File: src/rtl/spi_fifo_irq_pkg.sv
package spi_fifo_irq_pkg;

    localparam int unsigned REG_AW = 6;
    localparam int unsigned THR_W  = 4;

    localparam logic [REG_AW-1:0] OFS_CTRL = 6'h00;
    localparam logic [REG_AW-1:0] OFS_STAT = 6'h14;
    localparam logic [REG_AW-1:0] OFS_IEN  = 6'h18;
    localparam logic [REG_AW-1:0] OFS_ISR  = 6'h1C;
    localparam logic [REG_AW-1:0] OFS_QCTL = 6'h20;
    localparam logic [REG_AW-1:0] OFS_DATA = 6'h24;

    // bit positions that software and the shifter rely on
    localparam int unsigned B_EN       = 0;
    localparam int unsigned B_IE_OVR   = 0;
    localparam int unsigned B_IE_RC    = 3;
    localparam int unsigned B_ST_OVR   = 0;
    localparam int unsigned B_ST_RC    = 3;
    localparam int unsigned B_ST_TXC   = 4;
    localparam int unsigned B_ST_RDY   = 9;
    localparam int unsigned B_FL_RX    = 4;
    localparam int unsigned B_FL_TX    = 12;
    localparam int unsigned B_RXTHR_LO = 0;
    localparam int unsigned B_TXTHR_LO = 8;

    typedef struct packed {
        logic             en;
        logic             ie_rc;
        logic             ie_ovr;
        logic [THR_W-1:0] tx_thr;
        logic [THR_W-1:0] rx_thr;
    } cfg_t;

endpackage

File: src/rtl/spi_word_fifo.sv
module spi_word_fifo #(
    parameter int unsigned WIDTH = 32,
    parameter int unsigned DEPTH = 8,
    localparam int unsigned PTR_W = (DEPTH > 1) ? $clog2(DEPTH) : 1,
    localparam int unsigned CNT_W = $clog2(DEPTH + 1)
) (
    input  logic             clk,
    input  logic             rst_n,
    input  logic             flush,
    input  logic             push,
    input  logic [WIDTH-1:0] push_data,
    input  logic             pop,
    output logic [WIDTH-1:0] head,
    output logic [CNT_W-1:0] count,
    output logic             full,
    output logic             empty
);

    localparam logic [CNT_W-1:0] FULL_CNT = CNT_W'(DEPTH);
    localparam logic [PTR_W-1:0] LAST_PTR = PTR_W'(DEPTH - 1);

    typedef struct packed {
        logic [PTR_W-1:0] rd_ptr;
        logic [PTR_W-1:0] wr_ptr;
        logic [CNT_W-1:0] cnt;
    } ptr_t;

    ptr_t             st_d, st_q;
    logic [WIDTH-1:0] mem_d [DEPTH];
    logic [WIDTH-1:0] mem_q [DEPTH];
    logic             do_pop, do_push;

    always_comb begin
        st_d    = st_q;
        mem_d   = mem_q;
        do_pop  = pop && (st_q.cnt != '0);
        do_push = push && ((st_q.cnt != FULL_CNT) || do_pop);
        if (flush) begin
            st_d = '0;
        end else begin
            if (do_push) begin
                mem_d[st_q.wr_ptr] = push_data;
                st_d.wr_ptr = (st_q.wr_ptr == LAST_PTR) ? '0 : st_q.wr_ptr + 1'b1;
            end
            if (do_pop) begin
                st_d.rd_ptr = (st_q.rd_ptr == LAST_PTR) ? '0 : st_q.rd_ptr + 1'b1;
            end
            if (do_push && !do_pop) begin
                st_d.cnt = st_q.cnt + 1'b1;
            end else if (do_pop && !do_push) begin
                st_d.cnt = st_q.cnt - 1'b1;
            end
        end
    end

    always_ff @(posedge clk or negedge rst_n) begin
        if (!rst_n) begin
            st_q <= '0;
            for (int i = 0; i < int'(DEPTH); i++) begin
                mem_q[i] <= '0;
            end
        end else begin
            st_q  <= st_d;
            mem_q <= mem_d;
        end
    end

    assign empty = (st_q.cnt == '0);
    assign full  = (st_q.cnt == FULL_CNT);
    assign count = st_q.cnt;
    assign head  = empty ? '0 : mem_q[st_q.rd_ptr];

endmodule

File: src/rtl/spi_irq_events.sv
module spi_irq_events #(
    parameter int unsigned CNT_W = 4,
    parameter int unsigned THR_W = 4
) (
    input  logic             clk,
    input  logic             rst_n,
    input  logic [CNT_W-1:0] rx_cnt,
    input  logic [THR_W-1:0] rx_thr,
    input  logic [CNT_W-1:0] tx_cnt,
    input  logic             shifter_busy,
    input  logic             ovr_evt,
    input  logic             clr_txc,
    input  logic             clr_rc,
    input  logic             clr_ovr,
    output logic             rx_ready,
    output logic             txc,
    output logic             rc,
    output logic             ovr
);

    typedef struct packed {
        logic txc;
        logic rc;
        logic ovr;
        logic tx_act;
        logic rdy;
    } ev_t;

    ev_t  ev_d, ev_q;
    logic rdy_now, act_now;

    always_comb begin
        rdy_now = (rx_thr != '0) && (32'(rx_cnt) >= 32'(rx_thr));
        act_now = (tx_cnt != '0) || shifter_busy;

        ev_d        = ev_q;
        ev_d.rdy    = rdy_now;
        ev_d.tx_act = act_now;
        ev_d.txc    = (ev_q.txc && !clr_txc) || (ev_q.tx_act && !act_now);
        ev_d.rc     = (ev_q.rc  && !clr_rc)  || (rdy_now && !ev_q.rdy);
        ev_d.ovr    = (ev_q.ovr && !clr_ovr) || ovr_evt;
    end

    always_ff @(posedge clk or negedge rst_n) begin
        if (!rst_n) begin
            ev_q <= '0;
        end else begin
            ev_q <= ev_d;
        end
    end

    assign rx_ready = rdy_now;
    assign txc      = ev_q.txc;
    assign rc       = ev_q.rc;
    assign ovr      = ev_q.ovr;

endmodule

File: src/rtl/spi_fifo_irq_unit.sv
module spi_fifo_irq_unit
    import spi_fifo_irq_pkg::*;
#(
    parameter int unsigned DEPTH = 8,
    localparam int unsigned CNT_W = $clog2(DEPTH + 1)
) (
    input  logic        clk,
    input  logic        rst_n,
    input  logic        reg_wr,
    input  logic        reg_rd,
    input  logic [5:0]  reg_addr,
    input  logic [31:0] reg_wdata,
    output logic [31:0] reg_rdata,
    output logic        ctl_en,
    output logic        tx_valid,
    output logic [31:0] tx_word,
    input  logic        tx_take,
    input  logic        rx_push,
    input  logic [31:0] rx_word,
    input  logic        shifter_busy,
    output logic        irq
);

    cfg_t cfg_d, cfg_q;

    logic             wr_ctrl, wr_ien, wr_isr, wr_qctl, wr_data, rd_data;
    logic             tx_flush, rx_flush, tx_pop, rx_in, ovr_evt;
    logic [31:0]      rx_head;
    logic [CNT_W-1:0] tx_cnt, rx_cnt;
    logic             tx_full, tx_empty, rx_full, rx_empty;
    logic             rx_ready, txc, rc, ovr;

    // access decode: the direction selects the register behind shared offsets
    always_comb begin
        wr_ctrl  = reg_wr && (reg_addr == OFS_CTRL);
        wr_ien   = reg_wr && (reg_addr == OFS_IEN);
        wr_isr   = reg_wr && (reg_addr == OFS_ISR);
        wr_qctl  = reg_wr && (reg_addr == OFS_QCTL);
        wr_data  = reg_wr && (reg_addr == OFS_DATA);
        rd_data  = reg_rd && (reg_addr == OFS_DATA);
        tx_flush = wr_qctl && reg_wdata[B_FL_TX];
        rx_flush = wr_qctl && reg_wdata[B_FL_RX];
        tx_pop   = cfg_q.en && tx_take;
        rx_in    = cfg_q.en && rx_push;
        ovr_evt  = rx_in && rx_full && !rd_data;
    end

    always_comb begin
        cfg_d = cfg_q;
        if (wr_ctrl) begin
            cfg_d.en = reg_wdata[B_EN];
        end
        if (wr_ien) begin
            cfg_d.ie_rc  = reg_wdata[B_IE_RC];
            cfg_d.ie_ovr = reg_wdata[B_IE_OVR];
        end
        if (wr_qctl) begin
            cfg_d.tx_thr = reg_wdata[B_TXTHR_LO +: THR_W];
            cfg_d.rx_thr = reg_wdata[B_RXTHR_LO +: THR_W];
        end
    end

    always_ff @(posedge clk or negedge rst_n) begin
        if (!rst_n) begin
            cfg_q <= '0;
        end else begin
            cfg_q <= cfg_d;
        end
    end

    spi_word_fifo #(.WIDTH(32), .DEPTH(DEPTH)) i_tx_fifo (
        .clk       (clk),
        .rst_n     (rst_n),
        .flush     (tx_flush),
        .push      (wr_data),
        .push_data (reg_wdata),
        .pop       (tx_pop),
        .head      (tx_word),
        .count     (tx_cnt),
        .full      (tx_full),
        .empty     (tx_empty)
    );

    spi_word_fifo #(.WIDTH(32), .DEPTH(DEPTH)) i_rx_fifo (
        .clk       (clk),
        .rst_n     (rst_n),
        .flush     (rx_flush),
        .push      (rx_in),
        .push_data (rx_word),
        .pop       (rd_data),
        .head      (rx_head),
        .count     (rx_cnt),
        .full      (rx_full),
        .empty     (rx_empty)
    );

    spi_irq_events #(.CNT_W(CNT_W), .THR_W(THR_W)) i_events (
        .clk          (clk),
        .rst_n        (rst_n),
        .rx_cnt       (rx_cnt),
        .rx_thr       (cfg_q.rx_thr),
        .tx_cnt       (tx_cnt),
        .shifter_busy (shifter_busy),
        .ovr_evt      (ovr_evt),
        .clr_txc      (wr_isr && reg_wdata[B_ST_TXC]),
        .clr_rc       (wr_isr && reg_wdata[B_ST_RC]),
        .clr_ovr      (wr_isr && reg_wdata[B_ST_OVR]),
        .rx_ready     (rx_ready),
        .txc          (txc),
        .rc           (rc),
        .ovr          (ovr)
    );

    always_comb begin
        reg_rdata = '0;
        unique case (reg_addr)
            OFS_CTRL: reg_rdata[B_EN] = cfg_q.en;
            OFS_STAT: reg_rdata[0]    = !rx_empty;
            OFS_IEN: begin
                reg_rdata[B_IE_RC]  = cfg_q.ie_rc;
                reg_rdata[B_IE_OVR] = cfg_q.ie_ovr;
            end
            OFS_ISR: begin
                reg_rdata[B_ST_RDY] = rx_ready;
                reg_rdata[B_ST_TXC] = txc;
                reg_rdata[B_ST_RC]  = rc;
                reg_rdata[B_ST_OVR] = ovr;
            end
            OFS_QCTL: begin
                reg_rdata[B_TXTHR_LO +: THR_W] = cfg_q.tx_thr;
                reg_rdata[B_RXTHR_LO +: THR_W] = cfg_q.rx_thr;
            end
            OFS_DATA: reg_rdata = rx_head;
            default:  reg_rdata = '0;
        endcase
    end

    assign ctl_en   = cfg_q.en;
    assign tx_valid = cfg_q.en && !tx_empty;
    assign irq      = (cfg_q.ie_rc && rc) || (cfg_q.ie_ovr && ovr);

endmodule

File: config.mk
export PLATFORM = sky130hd
export DESIGN_NAME = spi_fifo_irq_unit
export DESIGN_NICKNAME = d
export VERILOG_FILES = /design/src/rtl/spi_fifo_irq_pkg.sv /design/src/rtl/spi_word_fifo.sv /design/src/rtl/spi_irq_events.sv /design/src/rtl/spi_fifo_irq_unit.sv
export SDC_FILE = /design/constraint.sdc
export NUM_CORES = 1
export LEC_CHECK = 0
export BUFFER_PORTS_ARGS = -buffer_cell sky130_fd_sc_hd__buf_2
export CAP_MARGIN = 20
export CORE_MARGIN = 2
export CORE_UTILIZATION = 50
export CTS_CLUSTER_DIAMETER = 200
export DETAILED_ROUTE_END_ITERATION = 8
export GPL_ROUTABILITY_DRIVEN = 0
export PLACE_DENSITY_LB_ADDON = 0.12
export SLEW_MARGIN = 20
export SYNTH_ARGS = -nofsm -noshare
export SYNTH_HDL_FRONTEND = slang
export SYNTH_SLANG_ARGS = --single-unit
File: constraint.sdc
create_clock -name clk -period 3.7 [get_ports clk]
set_input_delay 0.37 -clock clk [delete_from_list [all_inputs] [get_ports clk]]
set_output_delay 0.37 -clock clk [all_outputs]
set_load 0.01 [all_outputs]
-- After elaboration in Yosys (flattened, before gate mapping)
Cells that the tools add are included.
- output and inout port bits: 67
- register bits: 548
- word-level logic and storage cells: 169
- muxes and demuxes: 37
- magnitude comparators: 7
- $add $sub $neg: 8
- equality and inequality tests: 12
- reduce and logical (&&, ||, !) cells: 67
- bitwise logic cells: 6
- operators with widths (kind ; number):
    $bwmux W256 ; 2
    $mux W32 ; 8
    $bmux W32 S3 ; 2
    $demux W32 S3 ; 2
    $logic_and A1 B1 Y1 ; 34
    $mux W3 ; 9
    $mux W10 ; 2
    $mux W20 ; 1
    $eq A6 B5 Y1 const B ; 3
    $ge A4 B4 Y1 const B ; 4
    $mux W4 ; 4
    $not A3 Y4 ; 4
    $add A3 B1 Y3 const B ; 4
    $eq A3 B3 Y1 const B ; 4
    $eq A6 B6 Y1 const B ; 2
    $logic_not A1 Y1 ; 12
    $reduce_bool A4 Y1 ; 3
    $add A4 B1 Y4 const B ; 2
    $logic_not A4 Y1 ; 2
    $lt A4 B1 Y1 const B ; 2
    $ne A4 B4 Y1 const B ; 2
    $pmux W2 S2 ; 2
    $reduce_bool A2 Y1 ; 4
    $sub A4 B1 Y4 const B ; 2
    other kinds (11) ; 21

-- Logic depth before layout (Yosys ltp)
Gate-level depths: netlist of the first run.
- depth in word-level cells: 10
- depth in mapped cells: 11
- gate-level depth less buffers: 10

-- Cells and area by module
A second synthesis of the first run with hierarchy kept.
- cells, all modules: 1702
- area total of the unflattened synthesis: 26556.7 um^2
- modules (own cells, without submodules) (module ; cells an instance ; area each (um^2) ; times used):
    spi_word_fifo (i_tx_fifo) ; 784 ; 12653.4 ; 1
    spi_word_fifo (i_rx_fifo) ; 780 ; 12624.6 ; 1
    spi_fifo_irq_unit ; 109 ; 987.2 ; 1
    spi_irq_events ; 29 ; 291.5 ; 1

-- Worst setup path after synthesis of the first run
OpenSTA, ideal clock, no wires.
- path kind: in2reg
- from: input port reg_addr[1]
- to: register i_tx_fifo.st_q, in the netlist i_tx_fifo.count[3]
- data arrival time: 2.590 ns
- slack: 0.985 ns
- cell stages on the path: 10
- path through: nor4b_4 o2111ai_1 inv_1 ha_1 inv_1 ha_1 a21oi_1 a211oi_1 a31oi_1 mux2_2
- cells in the longest elaborated chain, start to end: 6
- ends and longest elaborated chain (what ; line ; RTL):
    from (decl) ; spi_fifo_irq_unit.sv:11 ; input logic [5:0] reg_addr,
    $eq A6 B6 Y1 ; spi_fifo_irq_unit.sv:39 ; wr_data = reg_wr && (reg_addr == OFS_DATA);
    $logic_and A1 B1 Y1 ; spi_fifo_irq_unit.sv:39 ;
    $logic_and A1 B1 Y1 ; spi_word_fifo.sv:37 ; do_push = push && ((st_q.cnt != FULL_CNT) || do_pop);
    $logic_and A1 B1 Y1 / $logic_not A1 Y1 (equally long branches) ; spi_word_fifo.sv:48, spi_word_fifo.sv:50 ;
    $mux W4 / $logic_and A1 B1 Y1 (equally long branches) ; spi_word_fifo.sv:48, spi_word_fifo.sv:50 ;
    $mux W10 / $reduce_bool A3 Y1 (equally long branches) ; -- ;
    to (signal assigned) ; spi_word_fifo.sv:63 ; st_q <= st_d;
    to (decl) ; spi_word_fifo.sv:28 ; ptr_t st_d, st_q;
Parallel ways exist; a longest one is shown, timed or not.
A chain may end at the register's enable or synchronous reset.

-- Worst setup path after layout of the first run
- from: register i_rx_fifo.st_q[8] (netlist bit)
- to: output port reg_rdata[21]
- cells in the longest elaborated chain, start to end: 6
- ends and longest elaborated chain (what ; line ; RTL):
    from (decl) ; spi_word_fifo.sv:28 ;
    from (signal assigned) ; spi_word_fifo.sv:63 ;
    $not A3 Y4 (not written as such) ; spi_word_fifo.sv:71 ; assign head = empty ? '0 : mem_q[st_q.rd_ptr];
    $bmux W32 S3 ; spi_word_fifo.sv:71 ;
    $mux W32 (not written as such) (2 in a row) ; spi_word_fifo.sv:71 ;
    $mux W32 ; spi_word_fifo.sv:71 ;
    $mux W20 ; spi_fifo_irq_unit.sv:116 ; unique case (reg_addr)
    to (decl) ; spi_fifo_irq_unit.sv:13 ; output logic [31:0] reg_rdata,
No other way between the ends. The select of a mux whose other input is x is not followed.

==> flow_summary.yaml, run 1 <==
route:
  detail_route.wirelength_mm: 56.5
  met2_length_mm: 28.6
  drt-met1-wl_mm: 23.9
  drtIter0Drc: 755
  topRoutingLayerUsed: "met5"
  wl_met3_mm: 2.36
  post-route-drc-count: 0
  wl_per_cell_um: 22.7
  via_count: 14400
  vias_per_cell: 5.77
  ant_nets: 0
  dr.pass1.iters: 4
floorplan:
  start_util: 0.505
  die_w_um: 229
  ios: 144
  num_rows: 82
  die-height_um: 229
  core_sq_um: 50100
  dieArea_sq_um: 52400
synth:
  syn_inst: 1623
  synth_area_leaders: "dfrtp_1, mux2_2, mux4_2"
  synth_top_cell_by_area: "dfrtp_1"
  yosys_most_used_dff: "dfrtp_1"
  synth-seq-cells: 548
  ys_warn_count: 0
  seq_area_frac_synth: 0.543
  synth_top_area_share: 0.543
  async_flop_share: 1.00
  synth_nets: 1720
  synth-edff-count: 0
  synth_cell_types: 53
  synth_area_sq_um: 25300
  syn_avg_cell_area_sq_um: 15.6
global_route:
  antenna_found_initial: 7
  grt_max_degree: 110
  grt_usage: 0.223
  overflow: 0
  grt_pass1_wl_mm: 91.2
  grt_pass1_vias: 15800
timing:
  slew_headroom: 0.354
  rsz0062_at_grt: "false"
  post-route-min-period_ns: 3.32
  maxSlewViolCount: 0
  layout_setup_ws_ns: 0.383
  hold_viol: 0
  hold-worst-slack_ns: 0.0694
  worst_pin_slew_ns: 0.968
  finClkSkew_ns: 0.0225
  final.setup.tns_ns: 0
  finalCritPeriodShare: 0.896
  max_freq_ghz: 0.302
  setup_violations: 0
clock_tree:
  cts_max_path_buffers: 3
  h-tree-depth: 2
  clkSinkCount: 548
  clk_latency_ns: 0.62
  cts-root-buf: "clkbuf_16"
  post_cts_buffers: 0
  clk_pin_slew_ns: 0.06
  cts_made_buffers: 59
  cts_tree: "done"
critical_path:
  critPathLaunchType: "flop"
  crit_slowest_cell: "dfrtp_4"
  cp-end-kind: "primary output"
  max_stage_delay_ns: 1.03
  crit_fanout: 51
  cp_cell_sequence: "buf_4, mux4_2, mux2i_1, nor2_1, buf_2"
  required_ns: 3.33
  timing.setup.critical_path_class: "flop to primary output"
  cp.arrival_ns: 2.95
place:
  hpwl_mm: 33.6
  portBuffers: 143
  placed_area_sq_um: 27000
  place_ws_ns: 0.679
power:
  p_sw_mw: 4.46
  seqPwrFrac: 0.453
  clkPwrFrac: 0.350
  p_comb_frac: 0.197
  p_per_area_nw_per_um2: 570
  power.total_mw: 16.4
  sw_frac_of_total: 0.271
  leakage_nw: 13.8
  irDropWorstVdd_v: 0.000377
  internal_power_mw: 12.0
status:
  outcome: "finished clean"
min_path:
  hp-class: "input port to flop"
final_layout:
  mostFrequentLayoutCell: "dfrtp_1"
  design_area_sq_um: 28800
  synthToLayoutAreaGrowth_pct: 14.1
  final_cell_mix: "dfrtp_1, mux2_2, buf_2"
  drive_gt1_frac: 0.526
  layout.nets: 1867
  n_fill_cell: 4098
flow_run:
  drv_cap: 0
## worst max-delay path, delay by kind of cell (launching register included)
kind                   cells  cell delay (ns)
AND/OR/NAND/NOR            1             0.09
flip-flops                 1             1.03
multiplexers               2             0.61
buffers and inverters      2             0.57
## what timing repair did
item,4_1_cts,5_1_grt
hold endpoints to repair,101,0
hold buffers,1,0
resized for setup,0,0
## kinds of logic after synthesis
family / count (synthesis) / synth area share
multiplexers: 720 / 0.379
AO/OA/AOI/OAI: 53 / 0.0136
XOR/XNOR: 4 / 0.00139
adder cells (fa/ha/maj): 20 / 0.0105
AND/OR/NAND/NOR: 158 / 0.0318
buffers and inverters: 120 / 0.0212
flip-flops: 548 / 0.543
## power by group through the flow
stage	registers (mW)	logic, mW	clock network [mW]
6_report	7.45	3.24	5.74
5_1_grt	7.58	3.56	6.14
4_1_cts	7.47	3.30	5.90
3_5_place_dp	7.57	3.29	0
3_3_place_gp	7.52	3.20	0
2_1_floorplan	7.17	2.57	0
## state kept, by name, summed over array words and instances, names as in the netlist
signal           count
cfg_q               10
ctl_en               1
i_events.ev_q        2
i_events.ovr         1
i_events.rc          1
i_events.txc         1
i_rx_fifo.count      4
i_rx_fifo.mem_q    256
i_rx_fifo.st_q       6
i_tx_fifo.count      4
i_tx_fifo.mem_q    256
i_tx_fifo.st_q       6
## stage by stage
step,instances,util
after floorplan,1623,-
after global placement,2380,0.538
after detailed placement,2380,0.538
after CTS,2484,0.576
after global routing,2485,0.576
final,2487,0.576
## cells in the mapped netlist (all sizes together) (2+ instances only)
cell type and number:
a211oi 2, a21oi 15, a22o 3, a31oi 3, and2 3, buf 65, clkbuf 40, dfrtp 548
fa 2, ha 18, inv 15, mux2 526, mux2i 66, mux4 128, nand2 16, nand2b 4
nand3 14, nand3b 2, nand4 4, nand4b 5, nor2 80, nor2b 3, nor3 6, nor4 2
nor4b 5, o2111ai 3, o21ai 18, or3 2, or3b 2, or4 5, xor2 4
## worst paths after layout
path | endpoint | from | slack, ns | depth (start not counted)
setup / recovery | reg_rdata[21] | i_rx_fifo.st_q[8] | 0.38 | 5
hold / removal | i_events.ev_q[1] | shifter_busy | 0.07 | 2
setup reg to reg | i_rx_fifo.count[3] | i_rx_fifo.count[0] | 0.60 | 10
hold reg to reg | i_rx_fifo.mem_q[45] | i_rx_fifo.mem_q[45] | 0.48 | 1
max in group asynchronous | i_rx_fifo.mem_q[104] | rst_n | 2.16 | 3
min in group asynchronous | i_tx_fifo.mem_q[119] | rst_n | 0.41 | 2
## per-layer routing
layer  GRT usage  vias to the layer above
li1            -                     6328
met1       0.287                     7672
met2       0.384                      242
met3      0.0414                      106
met4      0.0718                       10
met5           0                        -
## cell type report
cell class	instances	area, sq um	share of cell area
tap	672	841	0.0291
clock buffer	86	1670	0.0578
multi-input combinational	955	11100	0.385
clock inverter	17	203	0.00703
inverter	15	56.3	0.00195
sequential	548	13700	0.476
timing repair buffer	191	1230	0.0425
antenna	3	7.51	0.000260
(Power assumes the default switching activity.)
==> run 2, diff against run 1 <==
- CELL_PAD_IN_SITES_DETAIL_PLACEMENT: default -> 1
- CELL_PAD_IN_SITES_GLOBAL_PLACEMENT: default -> 2
- CORE_UTILIZATION: 50 -> 45
- PLACE_DENSITY_LB_ADDON: 0.12 -> 0.1
- RECOVER_POWER: default -> 100
==> run 2 against run 1 <==
  * Sequential power about the same
  * Routed wire length up 8.4%
  * Critical path type is now flop to flop
  * Hold slack worse by 0.0055 ns
  * Flip-flop and latch count unchanged
  * Non-clock buffer count up 1
  * The run now ends with capacitance limit, slew limit left
  * Design area down 0.49%
  * Largest power group unchanged
==> flow_summary.yaml, run 2 (synthesis results as in run 1) <==
critical_path:
  cp_cell_sequence: "a21bo_2, o2111ai_1, nor2_1, buf_2, mux2_2"
  crit_fanout: 25
  cp.arrival_ns: 3.86
  cp-end-kind: "flop"
  crit_slowest_cell: "nor2_1"
  max_stage_delay_ns: 0.88
  timing.rr.start: "ctl_en"
  timing.setup.critical_path_class: "flop to flop"
  required_ns: 4.19
  critPathTopFamily: "simple AND/OR/NAND/NOR gates"
  r2r-end: "i_tx_fifo.mem_q[246]"
  r2r_slack_ns: 0.33
  critPathBufInv: 1
  worstRegToRegCells: 5
  critPathLaunchType: "flop"
global_route:
  grt_usage: 0.218
  grt_pass1_vias: 16200
  antenna_found_initial: 9
  grt_max_degree: 87
  overflow: 0
  grt_pass1_wl_mm: 96.7
clock_tree:
  cts_made_buffers: 60
  cts_hold_buffers: 2
  cts_max_path_buffers: 3
  cts_tree: "done"
  cts-root-buf: "clkbuf_16"
  post_cts_resized: 0
  clk_pin_slew_ns: 0.06
  clkSinkCount: 548
  h-tree-depth: 2
  post_cts_buffers: 0
  clk_latency_ns: 0.63
power:
  seqPwrFrac: 0.447
  irDropWorstVdd_v: 0.000484
  p_sw_mw: 4.56
  internal_power_mw: 12.0
  p_comb_frac: 0.196
  leakage_nw: 13.4
  p_per_area_nw_per_um2: 579
  clkPwrFrac: 0.357
  sw_frac_of_total: 0.275
final_layout:
  final_cell_mix: "dfrtp_1, mux2_2, mux4_2"
  design_area_sq_um: 28700
  mostFrequentLayoutCell: "dfrtp_1"
  reg_top3: "i_rx_fifo.mem_q x256, i_tx_fifo.mem_q x256, cfg_q x10"
  synthToLayoutAreaGrowth_pct: 13.6
  drive_gt1_frac: 0.471
  layout.nets: 1869
route:
  post-route-drc-count: 0
  dr.pass1.iters: 4
  detail_route.wirelength_mm: 61.3
  vias_per_cell: 5.61
  drtIter0Drc: 704
  wl_per_cell_um: 23.9
  ant_nets: 0
  via_count: 14400
min_path:
  hp-start: "rx_word[19]"
  hp-class: "input port to flop"
  hold_end: "i_rx_fifo.mem_q[83]"
  worstHoldPathCells: 2
floorplan:
  core_sq_um: 55300
  num_rows: 86
  dieArea_sq_um: 58100
  die-height_um: 241
  ios: 144
  start_util: 0.457
  die_w_um: 241
timing:
  rsz0062_at_grt: "false"
  maxSlewViolCount: 81
  slew_headroom: -0.713
  setup_violations: 0
  finClkSkew_ns: 0.0239
  post-route-min-period_ns: 3.37
  max_freq_ghz: 0.296
  final.setup.tns_ns: 0
  worst_pin_slew_ns: 2.57
  finalCritPeriodShare: 0.912
  hold_viol: 0
flow_run:
  drv_cap: 2
status:
  outcome: "complete, but fails checks"
  failed_checks: "capacitance limit, slew limit"
place:
  hpwl_mm: 36.6
  placed_area_sq_um: 27100
  portBuffers: 143
## run 2: cell types whose count changed in the layout (fill, tap and decap cells not counted), moves of 7 or more
cell      delta
clkbuf_1    +67
buf_2       -62
buf_4       -28
mux2_1      +27
mux2_4      -27
clkbuf_2    +20
clkbuf_8     +7
## run 2: worst max path at each step
stage,slack (ns),start,to,cells past startpoint
finish,0.33,ctl_en,i_tx_fifo.mem_q[246],5
detailed placement,0.51,reg_addr[1],i_tx_fifo.mem_q[136],7
global route,0.13,ctl_en,i_tx_fifo.mem_q[251],5
global placement,0.56,reg_addr[1],i_rx_fifo.mem_q[80],6
CTS,0.33,i_rx_fifo.st_q[8],reg_rdata[21],5
floorplan,0.98,reg_addr[1],i_tx_fifo.count[3],10
## run 2: power by group through the flow
| stage | registers, mW | clock network, mW | logic (mW) |
|---|---|---|---|
| final | 7.42 | 5.94 | 3.26 |
| after floorplan | 7.17 | 0 | 2.57 |
| after detailed placement | 7.54 | 0 | 3.39 |
| after CTS | 7.44 | 6.10 | 3.40 |
| after global placement | 7.49 | 0 | 3.30 |
| after global routing | 7.56 | 6.33 | 3.58 |
## run 2: metal layers
layer	vias up	GRT usage	wire, um
li1	6345	-	-
met1	7784	0.278	26100
met2	191	0.385	31500
met3	79	0.0419	2420
met4	12	0.0511	1100
met5	-	0	80
## run 2: per-stage QoR
stage	hold slack (ns)	setup WS [ns]	std cells	total power, mW	util
6_report	0.0639	0.326	2569	16.6	0.519
5_1_grt	0.0580	0.131	2567	17.5	0.519
4_1_cts	0.0443	0.333	2566	16.9	0.526
3_5_place_dp	0.481	0.513	2456	10.9	0.490
3_3_place_gp	0.463	0.558	2456	10.8	0.490
2_1_floorplan	0.0744	0.985	1623	9.74	-
## run 2: area by class of cell
class,count,area [sq um]
Sequential cell,548,13700
Inverter,15,56.3
Fill cell,5358,26600
Antenna cell,3,7.51
Tap cell,748,936
Clock buffer,89,1770
Clock inverter,19,188
Timing Repair Buffer,192,1050
Multi-Input combinational cell,955,11000
## run 2: worst register-to-register path, stage by stage (launching register included)
cell and delay (ns):
dfrtp_1 0.52, a21bo_2 0.22, o2111ai_1 0.38, nor2_1 0.88
buf_2 0.83, mux2_2 0.43
